===== config.mk =====
export PLATFORM = sky130hd
export DESIGN_NAME = wdw_top
export DESIGN_NICKNAME = d
export VERILOG_FILES = /design/src/rtl/wdw_pkg.sv /design/src/rtl/wdw_prescaler.sv /design/src/rtl/wdw_counter.sv /design/src/rtl/wdw_regs.sv /design/src/rtl/wdw_top.sv
export SDC_FILE = /design/constraint.sdc
export NUM_CORES = 1
export LEC_CHECK = 0
export BUFFER_PORTS_ARGS = -buffer_cell sky130_fd_sc_hd__buf_2
export CORE_ASPECT_RATIO = 1.1
export CORE_MARGIN = 5
export CORE_UTILIZATION = 52
export CTS_CLUSTER_DIAMETER = 40
export DETAILED_ROUTE_END_ITERATION = 8
export PLACE_DENSITY_LB_ADDON = 0.25
export SLEW_MARGIN = 5
export SYNTH_ARGS = -nofsm -noshare
export SYNTH_HDL_FRONTEND = slang
export SYNTH_SLANG_ARGS = --single-unit

===== constraint.sdc =====
create_clock -name clk -period 1.65 [get_ports clk]
set_input_delay 0.0825 -clock clk [delete_from_list [all_inputs] [get_ports clk]]
set_output_delay 0.0825 -clock clk [all_outputs]
set_load 0.02 [all_outputs]

===== src/rtl/wdw_pkg.sv =====
package wdw_pkg;
  localparam int DATA_W      = 32;
  localparam int ADDR_W      = 2;

  localparam logic [ADDR_W-1:0] ADDR_CMD    = 2'd0;
  localparam logic [ADDR_W-1:0] ADDR_CFG    = 2'd1;
  localparam logic [ADDR_W-1:0] ADDR_STATUS = 2'd2;
  localparam logic [ADDR_W-1:0] ADDR_COUNT  = 2'd3;

  localparam logic [7:0] CMD_KEY   = 8'h5A;
  localparam int KEY_LSB           = 24;
  localparam int RESTART_BIT       = 0;

  localparam int CFG_RELOAD_LSB    = 0;
  localparam int CFG_RSTEN_BIT     = 12;
  localparam int CFG_HALTEN_BIT    = 13;
  localparam int CFG_DIS_BIT       = 15;
  localparam int CFG_WIN_LSB       = 16;

  localparam int ST_UF_BIT         = 0;
  localparam int ST_ERR_BIT        = 1;
endpackage


===== src/rtl/wdw_prescaler.sv =====
module wdw_prescaler #(
  parameter int PRESC_DIV = 128
) (
  input  logic clk,
  input  logic rst_n,
  input  logic run,
  input  logic slow_en,
  input  logic clr,
  output logic tick
);
  localparam int PW = (PRESC_DIV > 2) ? $clog2(PRESC_DIV) : 1;
  localparam logic [PW-1:0] LAST = PW'(PRESC_DIV - 1);

  logic [PW-1:0] div_q, div_d;
  logic          adv;

  assign adv = run && slow_en && !clr;

  always_comb begin
    div_d = div_q;
    tick  = 1'b0;
    if (clr) begin
      div_d = '0;
    end else if (adv) begin
      if (div_q == LAST) begin
        div_d = '0;
        tick  = 1'b1;
      end else begin
        div_d = div_q + 1'b1;
      end
    end
  end

  always_ff @(posedge clk or negedge rst_n) begin
    if (!rst_n) begin
      div_q <= '0;
    end else if (clr || adv) begin
      div_q <= div_d;
    end
  end

  a_r2_tick_wraps: assert property (@(posedge clk) disable iff (!rst_n)
    tick |=> (div_q == '0));
  a_r8_hold_when_stopped: assert property (@(posedge clk) disable iff (!rst_n)
    (!run && !clr) |=> $stable(div_q));
endmodule


===== src/rtl/wdw_counter.sv =====
module wdw_counter #(
  parameter int CNT_W = 12
) (
  input  logic             clk,
  input  logic             rst_n,
  input  logic             tick,
  input  logic             load,
  input  logic [CNT_W-1:0] load_val,
  input  logic [CNT_W-1:0] reload,
  output logic [CNT_W-1:0] cnt,
  output logic             uf_evt
);
  localparam logic [CNT_W-1:0] CNT_MAX = {CNT_W{1'b1}};

  logic [CNT_W-1:0] cnt_q, cnt_d;
  logic             upd;

  assign uf_evt = tick && !load && (cnt_q == '0);
  assign upd    = load || tick;

  always_comb begin
    cnt_d = cnt_q;
    if (load) begin
      cnt_d = load_val;
    end else if (tick) begin
      cnt_d = (cnt_q == '0) ? reload : (cnt_q - 1'b1);
    end
  end

  always_ff @(posedge clk or negedge rst_n) begin
    if (!rst_n) begin
      cnt_q <= CNT_MAX;
    end else if (upd) begin
      cnt_q <= cnt_d;
    end
  end

  assign cnt = cnt_q;

  a_r2_hold_without_tick: assert property (@(posedge clk) disable iff (!rst_n)
    (!tick && !load) |=> $stable(cnt_q));
  a_r2_step_down: assert property (@(posedge clk) disable iff (!rst_n)
    (tick && !load && cnt_q != '0) |=> (cnt_q == $past(cnt_q) - 1'b1));
  a_r3_reload_on_uf: assert property (@(posedge clk) disable iff (!rst_n)
    uf_evt |=> (cnt_q == $past(reload)));
endmodule


===== src/rtl/wdw_regs.sv =====
module wdw_regs
  import wdw_pkg::*;
#(
  parameter int CNT_W = 12
) (
  input  logic              clk,
  input  logic              rst_n,
  input  logic              wr_en,
  input  logic              rd_en,
  input  logic [ADDR_W-1:0] addr,
  input  logic [DATA_W-1:0] wdata,
  input  logic [CNT_W-1:0]  cnt,
  input  logic              uf_evt,
  input  logic              err_evt,
  output logic [DATA_W-1:0] rdata,
  output logic [CNT_W-1:0]  reload,
  output logic [CNT_W-1:0]  win,
  output logic              rst_en,
  output logic              halt_en,
  output logic              dis,
  output logic              cfg_load,
  output logic              restart_cmd,
  output logic              badkey_cmd,
  output logic              uf_flag,
  output logic              err_flag
);
  localparam logic [CNT_W-1:0] CNT_MAX = {CNT_W{1'b1}};

  logic [CNT_W-1:0] reload_q, win_q;
  logic             rsten_q, halten_q, dis_q, locked_q;
  logic             uf_q, uf_d, err_q, err_d;
  logic             wr_cmd, key_ok, rd_status;

  assign wr_cmd      = wr_en && (addr == ADDR_CMD);
  assign key_ok      = (wdata[KEY_LSB +: 8] == CMD_KEY);
  assign restart_cmd = wr_cmd && key_ok && wdata[RESTART_BIT];
  assign badkey_cmd  = wr_cmd && !key_ok;
  assign cfg_load    = wr_en && (addr == ADDR_CFG) && !locked_q;
  assign rd_status   = rd_en && (addr == ADDR_STATUS);

  // configuration register: single accepted write per reset
  always_ff @(posedge clk or negedge rst_n) begin
    if (!rst_n) begin
      reload_q <= CNT_MAX;
      win_q    <= CNT_MAX;
      rsten_q  <= 1'b1;
      halten_q <= 1'b0;
      dis_q    <= 1'b0;
      locked_q <= 1'b0;
    end else if (cfg_load) begin
      reload_q <= wdata[CFG_RELOAD_LSB +: CNT_W];
      win_q    <= wdata[CFG_WIN_LSB +: CNT_W];
      rsten_q  <= wdata[CFG_RSTEN_BIT];
      halten_q <= wdata[CFG_HALTEN_BIT];
      dis_q    <= wdata[CFG_DIS_BIT];
      locked_q <= 1'b1;
    end
  end

  // sticky flags, set wins over clear-on-read
  always_comb begin
    uf_d  = uf_q;
    err_d = err_q;
    if (rd_status) begin
      uf_d  = 1'b0;
      err_d = 1'b0;
    end
    if (uf_evt)  uf_d  = 1'b1;
    if (err_evt) err_d = 1'b1;
  end

  always_ff @(posedge clk or negedge rst_n) begin
    if (!rst_n) begin
      uf_q  <= 1'b0;
      err_q <= 1'b0;
    end else if (rd_status || uf_evt || err_evt) begin
      uf_q  <= uf_d;
      err_q <= err_d;
    end
  end

  always_comb begin
    rdata = '0;
    unique case (addr)
      ADDR_CFG: begin
        rdata[CFG_RELOAD_LSB +: CNT_W] = reload_q;
        rdata[CFG_WIN_LSB +: CNT_W]    = win_q;
        rdata[CFG_RSTEN_BIT]           = rsten_q;
        rdata[CFG_HALTEN_BIT]          = halten_q;
        rdata[CFG_DIS_BIT]             = dis_q;
      end
      ADDR_STATUS: begin
        rdata[ST_UF_BIT]  = uf_q;
        rdata[ST_ERR_BIT] = err_q;
      end
      ADDR_COUNT: rdata[CNT_W-1:0] = cnt;
      default:    rdata = '0;
    endcase
  end

  assign reload   = reload_q;
  assign win      = win_q;
  assign rst_en   = rsten_q;
  assign halt_en  = halten_q;
  assign dis      = dis_q;
  assign uf_flag  = uf_q;
  assign err_flag = err_q;

  a_r6_cfg_locked: assert property (@(posedge clk) disable iff (!rst_n)
    (locked_q && wr_en && addr == ADDR_CFG)
      |=> ($stable(reload_q) && $stable(win_q) && $stable(dis_q)
           && $stable(rsten_q) && $stable(halten_q)));
  a_r9_clear_on_read: assert property (@(posedge clk) disable iff (!rst_n)
    (rd_status && !uf_evt && !err_evt) |=> (!uf_q && !err_q));
  a_r5_err_sticky: assert property (@(posedge clk) disable iff (!rst_n)
    err_evt |=> err_q);
  a_r3_uf_sticky: assert property (@(posedge clk) disable iff (!rst_n)
    uf_evt |=> uf_q);
endmodule


===== src/rtl/wdw_top.sv =====
module wdw_top
  import wdw_pkg::*;
#(
  parameter int CNT_W       = 12,
  parameter int PRESC_DIV   = 128,
  parameter int SYNC_STAGES = 2
) (
  input  logic              clk,
  input  logic              rst_n,
  input  logic              slow_en,
  input  logic              dbg_halt_i,
  input  logic              wr_en,
  input  logic              rd_en,
  input  logic [ADDR_W-1:0] addr,
  input  logic [DATA_W-1:0] wdata,
  output logic [DATA_W-1:0] rdata,
  output logic              rst_req_o,
  output logic              fault_o
);
  logic [SYNC_STAGES-1:0] rsync_q;
  logic                   rst_int_n;

  generate
    if (SYNC_STAGES == 1) begin : g_sync1
      always_ff @(posedge clk or negedge rst_n) begin
        if (!rst_n) rsync_q <= '0;
        else        rsync_q <= 1'b1;
      end
    end else begin : g_syncn
      always_ff @(posedge clk or negedge rst_n) begin
        if (!rst_n) rsync_q <= '0;
        else        rsync_q <= {rsync_q[SYNC_STAGES-2:0], 1'b1};
      end
    end
  endgenerate
  assign rst_int_n = rsync_q[SYNC_STAGES-1];

  logic [CNT_W-1:0] reload, win, cnt, load_val;
  logic rst_en, halt_en, dis, cfg_load, restart_cmd, badkey_cmd;
  logic uf_flag, err_flag, uf_evt, err_evt, tick, run;
  logic in_window, good_restart, load, req_d, req_q;

  assign run          = !dis && !(halt_en && dbg_halt_i);
  assign in_window    = (cnt <= win);
  assign good_restart = !dis && restart_cmd && in_window;
  assign err_evt      = !dis && (badkey_cmd || (restart_cmd && !in_window));
  assign load         = cfg_load || good_restart;
  assign load_val     = cfg_load ? wdata[CFG_RELOAD_LSB +: CNT_W] : reload;
  assign req_d        = rst_en && !dis && (uf_evt || err_evt);

  wdw_regs #(.CNT_W(CNT_W)) i_regs (
    .clk(clk), .rst_n(rst_int_n), .wr_en(wr_en), .rd_en(rd_en), .addr(addr),
    .wdata(wdata), .cnt(cnt), .uf_evt(uf_evt), .err_evt(err_evt), .rdata(rdata),
    .reload(reload), .win(win), .rst_en(rst_en), .halt_en(halt_en), .dis(dis),
    .cfg_load(cfg_load), .restart_cmd(restart_cmd), .badkey_cmd(badkey_cmd),
    .uf_flag(uf_flag), .err_flag(err_flag)
  );

  wdw_prescaler #(.PRESC_DIV(PRESC_DIV)) i_presc (
    .clk(clk), .rst_n(rst_int_n), .run(run), .slow_en(slow_en),
    .clr(load), .tick(tick)
  );

  wdw_counter #(.CNT_W(CNT_W)) i_cnt (
    .clk(clk), .rst_n(rst_int_n), .tick(tick), .load(load),
    .load_val(load_val), .reload(reload), .cnt(cnt), .uf_evt(uf_evt)
  );

  always_ff @(posedge clk or negedge rst_int_n) begin
    if (!rst_int_n) req_q <= 1'b0;
    else            req_q <= req_d;
  end

  assign rst_req_o = req_q;
  assign fault_o   = uf_flag || err_flag;

  a_r10_req_needs_enable: assert property (@(posedge clk) disable iff (!rst_int_n)
    rst_req_o |-> $past(rst_en));
  a_r7_no_req_disabled: assert property (@(posedge clk) disable iff (!rst_int_n)
    rst_req_o |-> !$past(dis));
  a_r7_frozen_disabled: assert property (@(posedge clk) disable iff (!rst_int_n)
    (dis && !cfg_load) |=> $stable(cnt));
  a_r4_restart_reloads: assert property (@(posedge clk) disable iff (!rst_int_n)
    (good_restart && !cfg_load) |=> (cnt == $past(reload)));
  a_r9_fault_tracks_flags: assert property (@(posedge clk) disable iff (!rst_int_n)
    $rose(fault_o) |-> $past(uf_evt || err_evt));
endmodule


== Yosys cells after proc, flatten, opt, wreduce, memory -nomap -nowiden ==
Cells that the tools add are included.
W data, S select, Z words.

* Register bits: 52
* Output and inout bits: 34
* Word-level logic and storage cells: 80
* Input bits: 40

* Eq/ne operators: 5
* Add/sub/neg operators: 2
* Magnitude comparators: 1
* Multiplexer cells: 17
* Reduce and logical (&&, ||, !) cells: 43

{| class="wikitable"
|+ Operator list
! cell !! number
|-
| $mux W12 || 4
|-
| $mux W7 || 3
|-
| $pmux W10 S2 || 1
|-
| $logic_and A1 B1 Y1 || 19
|-
| $mux W13 || 1
|-
| $le A12 B12 Y1 || 1
|-
| $logic_not A12 Y1 || 1
|-
| $sub A12 B1 Y12 const B || 1
|-
| $eq A8 B7 Y1 const B || 1
|-
| $logic_or A1 B1 Y1 || 8
|-
| $reduce_and A2 Y1 || 4
|-
| $reduce_bool A2 Y1 || 4
|-
| $add A7 B1 Y7 const B || 1
|-
| $eq A7 B7 Y1 const B || 1
|-
| $logic_not A1 Y1 || 6
|-
| $mux W1 || 6
|-
| $pmux W2 S3 || 1
|-
| $eq A2 B2 Y1 const B || 2
|-
| $eq A2 B1 Y1 const B || 1
|-
| $logic_not A2 Y1 || 1
|-
| $mux W2 || 1
|}

== Depth between registers and ports, before layout ==
Gate-level depths: netlist of the first run.

* Depth after elaboration: 16
* Depth in mapped cells: 9
* Depth with buffers taken out: 8

== Modules after synthesis ==
A second synthesis of the first run with hierarchy kept.

* Cells, all modules: 349
* Area, all modules: 3,626.0 um2

{| class="wikitable"
|+ By module, submodules not included
! module !! instances !! sequential area each (um2) !! cells each !! area each (um2)
|-
| wdw_regs || 1 || 782.0 || 121 || 1,680.4
|-
| wdw_counter || 1 || 315.3 || 112 || 958.4
|-
| wdw_top || 1 || 75.1 || 75 || 618.1
|-
| wdw_prescaler || 1 || 175.2 || 41 || 369.1
|}

== Worst setup path after synthesis of the first run ==
No wires, ideal clock.

* Path type: reg-to-reg
* From: register i_regs.win_q[10], in the netlist i_regs.win[10]
* To: register i_cnt.cnt_q[10], in the netlist i_cnt.cnt[10]
* Arrival: 2.337 ns
* Data required time: 1.568 ns
* Path slack: -0.769 ns
* Stages on the path, launching flop included: 10
* Buffers on the path: 1
* Library setup time: 0.082 ns
* Period minus slack after synthesis: 2.419 ns
* Cells stage by stage: dfstp_2 > inv_1 > ha_1 > nand4_1 > or2_1 > nor2_1 > a31oi_1 > o32ai_1 > clkbuf_1 > mux2_2

* Word-level cells in the longest chain between the ends: 9
* Elaborated cells on any way between the ends: 11
* Classes of those cells: order compare: 1; mux: 3; reduce/logical: 7

{| class="wikitable"
|+ Ends and longest elaborated chain
! item !! line !! RTL
|-
| start: declaration || wdw_regs.sv:29 || <nowiki>logic [CNT_W-1:0] reload_q, win_q;</nowiki>
|-
| start signal: assignment || wdw_regs.sv:52 || <nowiki>win_q <= wdata[CFG_WIN_LSB +: CNT_W];</nowiki>
|-
| $le A12 B12 Y1 * || wdw_top.sv:44 || <nowiki>assign in_window = (cnt <= win);</nowiki>
|-
| $logic_and A1 B1 Y1 * || wdw_top.sv:45 || <nowiki>assign good_restart = !dis && restart_cmd && in_window;</nowiki>
|-
| $logic_or A1 B1 Y1 * || wdw_top.sv:47 || <nowiki>assign load = cfg_load || good_restart;</nowiki>
|-
| $logic_not A1 Y1 || wdw_prescaler.sv:17 || <nowiki>assign adv = run && slow_en && !clr;</nowiki>
|-
| $logic_and A1 B1 Y1 || wdw_prescaler.sv:17 ||
|-
| $mux W1 || wdw_prescaler.sv:24 || <nowiki>end else if (adv) begin</nowiki>
|-
| $mux W1 || wdw_prescaler.sv:22 || <nowiki>if (clr) begin</nowiki>
|-
| $reduce_bool A2 Y1 (no source line) / $logic_or A1 B1 Y1 (equally long branches) || -- ||
|-
| $reduce_and A2 Y1 (no source line) || -- ||
|-
| end signal: assignment || wdw_counter.sv:34 || <nowiki>cnt_q <= cnt_d;</nowiki>
|-
| end: declaration || wdw_counter.sv:15 || <nowiki>logic [CNT_W-1:0] cnt_q, cnt_d;</nowiki>
|}

Every way passes the cells marked *; elsewhere a longest branch is shown, timed or not.
A chain may end at the register's enable or synchronous reset.

== Worst setup path after layout of the first run ==
* From: register i_regs.win_q[10], in the netlist i_regs.win[10]
* To: register i_cnt.cnt_q[4], in the netlist i_cnt.cnt[4]

Same word-level chain as after synthesis.

==> reports/metrics.csv, run 1 <==
metric,value,unit
status,finished with violations,
failing checks,setup timing,
Post-Place Worst Slack,-723,ps
CTS tree,yes,
drt first pass iters,4,
RSZ-0062 raised after global routing,true,
number of flops mapped to enable cells by yosys,0,
leakage power,0.00206,uW
top-count cell post-synth,dfstp_2,
CTS root buffer,clkbuf_8,
Final min period,2430,ps
WS Path Type,flip-flop to flip-flop,
crit start category,flip-flop,
Vias,2932,
Vias/cell,5.33,
syn avg cell area,9.56,um2
"Hold Vio Cnt, Final",0,
Synth Instances,337,
MaxCap Viol Count,0,
WL/cell,15.9,um
Final setup viols,22,
list of most frequent post-synthesis cells,"dfstp_2 (37), nand2_1 (33), inv_1 (22), o21ai_0 (22), nor2_1 (20)",
sw frac,0.361,
hold depth,3,
post-synth cell types,48,
routability cong.,0.857,
clock buffer depth,2,
Reg-to-Reg Start,i_regs.win[10]$_DFFE_PN1P_,
"Seq/Total Area, Yosys",0.418,
Ys Warns,0,
Finished Layout Cells,550,
Cell Pwr Density,1110,nW/um2
internal power,3260,uW
hold path endpoint,i_regs.win[4]$_DFFE_PN1P_,
R2R cell count,10,
Die X,85.1,um
all-layer global routing usage,0.216,
Slew Limit Fails,0,
layout cells sized above 1,0.483,
VDD IR max,0.000704,V
vias in the first global route,2943,
DPL Wire Length,6350,um
Post-synth top flop,dfstp_2,
Synth top area share,0.302,
global-route wire length before repair,13700,um
HP Class,input pin to flip-flop,
Reg power frac,0.398,
synth top area cells,"dfstp_2 (30%), dfrtp_1 (12%), mux2_2 (6.6%)",
CP arrival,2680,ps
post-route ant nets,0,
min-delay src,wdata[20],
core box area,6120,um2
cell type with the largest total area after synthesis,dfstp_2,
grt total ovfl,0,
largest net degree at the start of global routing,30,
Setup crit end kind,flip-flop,
initial antenna violation count,0,
Logic pwr share,0.456,
period utilisation layout,1.47,
Yosys reg bits,52,
Die ar.,7870,um2
dpl cells,519,
clock power share,0.147,
PortBufs,67,
drt drc,0,
critical path data required time,1900,ps
Worst-Skew Late Latency,320,ps
DIE HEIGHT,92.6,um
Setup WS post-layout,-780,ps
Final nets,524,
H-tree depth,2,
crit path max fanout,5,
IO Pins,74,
r2r setup slk,-780,ps
Peak Freq,0.411,GHz
clock-pin slew on the worst setup and hold paths,100,ps
"Cell Area, Synth",3220,um2
Layout area overhead,42.3,%
P_sw,1840,uW
Starting Density,0.527,
CTS buffer count,5,
Detailed Route WL,8760,um
clk sinks,52,
initial DRC count,101,
diode count,0,
row cnt,30,
setup TNS,-15980,ps
ys async rst share,1.00,
reg2reg end,i_cnt.cnt[4]$_DFFE_PN1P_,
clk_skew,15.9,ps
## cell families after synthesis
| family | synth area share |
|---|---|
| mux | 0.125 |
| fa+ha+maj | 0.0582 |
| xor+xnor | 0.0109 |
| simple gates | 0.188 |
| flops | 0.418 |
| other cells | 0.00233 |
| buf+inv | 0.0578 |
| compound gates | 0.140 |
## layout make-up
type / instances / area (um2)
multi-input combinational: 247 / 1960
fill: 399 / 1530
sequential: 52 / 1350
timing repair buffer: 141 / 1000
tap: 80 / 100
inverter: 22 / 82.6
clock buffer: 5 / 68.8
clock inverter: 3 / 23.8
## timing repair
| action | CTS | global route |
|---|---|---|
| gates resized for setup | 6 | 20 |
| pin swaps | 0 | 8 |
| setup buffers | 3 | 5 |
| cloned | 0 | 1 |
| hold buffers | 14 | 0 |
| hold endpoints to repair | 15 | 0 |
| setup endpoints to repair | 22 | 22 |
## worst max-delay path: stages, from the launching register on
cell and delay [ps]:
dfstp_2 550, inv_2 50, ha_4 270, nand4_1 110
or2_4 280, a21o_1 210, a31oi_4 180, o32ai_4 120
buf_12 150, clkbuf_16 150, mux2_4 290
## cell usage in the layout (no fill, tap or decap), types with 3 or more instances in the layout
cell / synthesis / layout
ha_4: 0 / 7
inv_2: 0 / 7
a31oi_1: 4 / 3
and2_1: 15 / 15
inv_1: 22 / 15
dfrtp_1: 15 / 14
nand3_1: 6 / 6
nor2b_1: 14 / 13
dlygate4sd3_1: 0 / 14
nor3_1: 5 / 5
mux2i_1: 11 / 11
buf_4: 5 / 53
nor2_1: 20 / 14
dfstp_2: 37 / 37
nand2_1: 33 / 33
buf_2: 2 / 67
nand2b_1: 3 / 3
nand4_1: 4 / 4
mux2_2: 19 / 7
buf_12: 0 / 4
a21oi_1: 17 / 14
conb_1: 2 / 6
o22a_1: 12 / 12
o21ai_1: 2 / 3
o21ai_0: 22 / 20
nor2_2: 0 / 4
xor2_1: 3 / 3
mux2_4: 0 / 12
mux2_1: 7 / 7
clkbuf_8: 0 / 5
ha_1: 15 / 8
## worst max-delay path by stage
stage	end	slack, ps	from	cells past startpoint
after detailed placement	i_cnt.cnt[9]$_DFFE_PN1P_	-720	i_regs.win[9]$_DFFE_PN1P_	9
after global routing	i_cnt.cnt[4]$_DFFE_PN1P_	-850	i_regs.win[10]$_DFFE_PN1P_	10
after CTS	i_cnt.cnt[0]$_DFFE_PN1P_	-710	i_regs.win[10]$_DFFE_PN1P_	9
final	i_cnt.cnt[4]$_DFFE_PN1P_	-780	i_regs.win[10]$_DFFE_PN1P_	10
after floorplan	i_cnt.cnt[10]$_DFFE_PN1P_	-620	i_presc.div_q[0]$_DFFE_PN0P_	7
after global placement	i_cnt.cnt[4]$_DFFE_PN1P_	-670	i_regs.win[1]$_DFFE_PN1P_	9
## state kept, by name (all words and copies together) (netlist names)
signal / count
i_cnt.cnt: 12
i_regs.reload: 12
rst_req_o: 1
i_regs.dis: 1
i_presc.div_q: 7
i_regs.err_flag: 1
i_regs.rst_en: 1
i_regs.win: 12
i_regs.halt_en: 1
rsync_q: 2
i_regs.locked_q: 1
i_regs.uf_flag: 1
## layer usage
layer | vias to the layer above | GRT usage | wire length (um)
met5 | - | 0 | 0
met4 | 0 | 0.0620 | 216
met3 | 18 | 0.0383 | 393
met2 | 73 | 0.394 | 4570
met1 | 1415 | 0.257 | 3580
li1 | 1426 | - | -
## power by group through the flow
| stage | Sequential, uW | Combinational (uW) | Clock [uW] |
|---|---|---|---|
| floorplan | 2050 | 1240 | 0 |
| global placement | 2020 | 2010 | 0 |
| detailed placement | 2030 | 2080 | 0 |
| CTS | 2020 | 2170 | 770 |
| global route | 2070 | 2560 | 815 |
| finish | 2030 | 2320 | 747 |
## stage by stage
step / hold slack, ps / cell area, um2 / total power (uW) / utilization
2_1_floorplan: -213 / 3380 / 3290 / -
3_3_place_gp: -131 / 4140 / 4030 / 0.676
3_5_place_dp: -129 / 4140 / 4120 / 0.676
4_1_cts: 2.05 / 4420 / 4960 / 0.722
5_1_grt: 5.57 / 4590 / 5440 / 0.749
6_report: 6.36 / 4590 / 5100 / 0.749
Power figures use the tool's default switching activity.
==> run 2, diff against run 1 <==
- clock period: 1.65 -> 3 ns (I/O delays scaled with it)
==> reports/metrics.csv, run 2 (same netlist as run 1, synthesis figures left out) <==
metric,value,unit,change
dpl cells,474,,-8.7%
WS Path Type,flip-flop to flip-flop,,
largest net degree at the start of global routing,51,,+70%
status,finished clean,,
fill count,536,,+34%
Final setup viols,0,,-100%
"most common cell after layout, fill and taps aside",buf_2,,
drt drc,0,,unchanged
grt total ovfl,0,,unchanged
diode count,0,,unchanged
WL/cell,14.8,um,-7.4%
Layout area overhead,15.7,%,
Finished Layout Cells,483,,-12%
"slowest stage cell, crit path",dfstp_2,,
H-tree depth,2,,unchanged
Rel. slew slack,0.282,,
"slowest stage delay, CP",550,ps,about the same
initial DRC count,120,,+19%
global-route wire length before repair,12000,um,-12%
period utilisation layout,0.843,,-0.630
VDD IR max,0.000343,V,-51%
Final nets,457,,-13%
"Hold Vio Cnt, Final",0,,unchanged
Die X,85.1,um,unchanged
row cnt,30,,unchanged
Cell Pwr Density,630,nW/um2,-43%
CTS buffer count,5,,unchanged
"Buf+Inv Stages, Crit Path",2,,-1
setup TNS,0,ps,"+15,980 ps"
DIE HEIGHT,92.6,um,unchanged
PortBufs,67,,unchanged
crit start category,flip-flop,,
critical path data required time,3230,ps,+1330 ps
area of the multi-input gates,1710,um2,-13%
Seq. cell area,1350,um2,unchanged
MaxCap Viol Count,0,,unchanged
Final min period,2530,ps,+98.1 ps
Starting Density,0.527,,unchanged
drt first pass iters,4,,unchanged
"CP delay by family, top",flip-flops,,
Detailed Route WL,7130,um,-19%
total power,2350,uW,-54%
layout cells sized above 1,0.360,,-0.123
Setup crit end kind,flip-flop,,
post-route ant nets,0,,unchanged
Worst-Skew Late Latency,300,ps,-20 ps
post-cts sizing count,0,,-6
routability cong.,0.828,,-3.5%
clk sinks,52,,unchanged
Die ar.,7870,um2,unchanged
vias in the first global route,2550,,-13%
CTS root buffer,clkbuf_8,,
crit path max fanout,21,,+16
Slew Limit Fails,0,,unchanged
Vias,2572,,-12%
fin util,0.609,,-0.140
Peak Freq,0.396,GHz,-3.9%
CP arrival,2760,ps,+80 ps
leakage power,0.00169,uW,-18%
core box area,6120,um2,unchanged
CTS tree,yes,,
Worst-Margin Slew,1080,ps,
clock-pin slew on the worst setup and hold paths,100,ps,about the same
HP Class,input pin to flip-flop,,
IO Pins,74,,unchanged
RSZ-0062 raised after global routing,false,,
most frequent cells in the layout,"buf_2 (67), dfstp_2 (37), nand2_1 (33), inv_1 (22), o21ai_0 (22)",,
Vias/cell,5.33,,-0.11%
all-layer global routing usage,0.187,,-0.0292
clk_skew,11.3,ps,-4.54 ps
initial antenna violation count,0,,unchanged
cell-by-cell trace of the critical path,inv_1 > ha_1 > nand4_1 > or2_1 > nor2_1 > a31oi_1 > o32ai_2 > buf_4 > mux2_2,,
DPL Wire Length,5270,um,-17%
clock buffer depth,2,,unchanged
==> run 2: changes by cell type in the layout (fill, tap and decap cells not counted), moves of 7 or more <==
cell and change:
inv_1 +7, inv_2 -7, ha_1 +7, mux2_2 +12
ha_4 -7, buf_4 -47, mux2_4 -12, dlygate4sd3_1 -13
==> run 2: final cells by class <==
cell class / count / share of cell area
multi-input combinational: 247 / 0.460
sequential: 52 / 0.362
timing repair buffer: 74 / 0.105
tap: 80 / 0.0268
inverter: 22 / 0.0221
clock buffer: 5 / 0.0185
clock inverter: 3 / 0.00638
==> run 2: worst paths after layout <==
path	start	endpoint	slack, ps	cells after the start
setup / recovery	i_regs.win[10]$_DFFE_PN1P_	i_cnt.cnt[10]$_DFFE_PN1P_	470	9
hold / removal	wdata[18]	i_regs.win[2]$_DFFE_PN1P_	40	3
setup reg to reg	i_regs.win[10]$_DFFE_PN1P_	i_cnt.cnt[10]$_DFFE_PN1P_	470	9
hold reg to reg	rsync_q[0]$_DFF_PN0_	rsync_q[1]$_DFF_PN0_	370	0
max in group asynchronous	rsync_q[1]$_DFF_PN0_	i_presc.div_q[3]$_DFFE_PN0P_	1880	0
min in group asynchronous	rst_n	rsync_q[0]$_DFF_PN0_	150	2
==> run 2: through the flow <==
step | hold slack (ps) | worst slack, ps | area, um2
2_1_floorplan | -146 | 581 | 3240
5_1_grt | 48.3 | 235 | 3730
6_report | 44.6 | 472 | 3730
4_1_cts | 37.2 | 478 | 3730
3_3_place_gp | -64.5 | 589 | 3630
3_5_place_dp | -61.4 | 507 | 3630
==> run 2: per-layer routing <==
| layer | share of wire | wire length (um) | vias to the layer above | GRT usage |
|---|---|---|---|---|
| li1 | - | - | 1293 | - |
| met1 | 0.46 | 3240 | 1209 | 0.247 |
| met2 | 0.49 | 3460 | 63 | 0.319 |
| met3 | 0.050 | 353 | 7 | 0.0320 |
| met4 | 0.010 | 72 | 0 | 0.0435 |
| met5 | 0 | 0 | - | 0 |
==> run 2: where the power goes <==
part	switching, uW	internal (uW)
clock network	240	166
logic	420	361
registers	186	977
==> run 2: repair_timing <==
action,CTS,global route
hold endpoints to repair,2,0
buffers inserted,0,0
hold buffers,1,0
==> run 2: worst register-to-register path: stages (launching register included) <==
cell and delay, ps:
dfstp_2 550, inv_1 50, ha_1 310, nand4_1 100, or2_1 270, nor2_1 110
a31oi_1 70, o32ai_2 280, buf_4 340, mux2_2 390
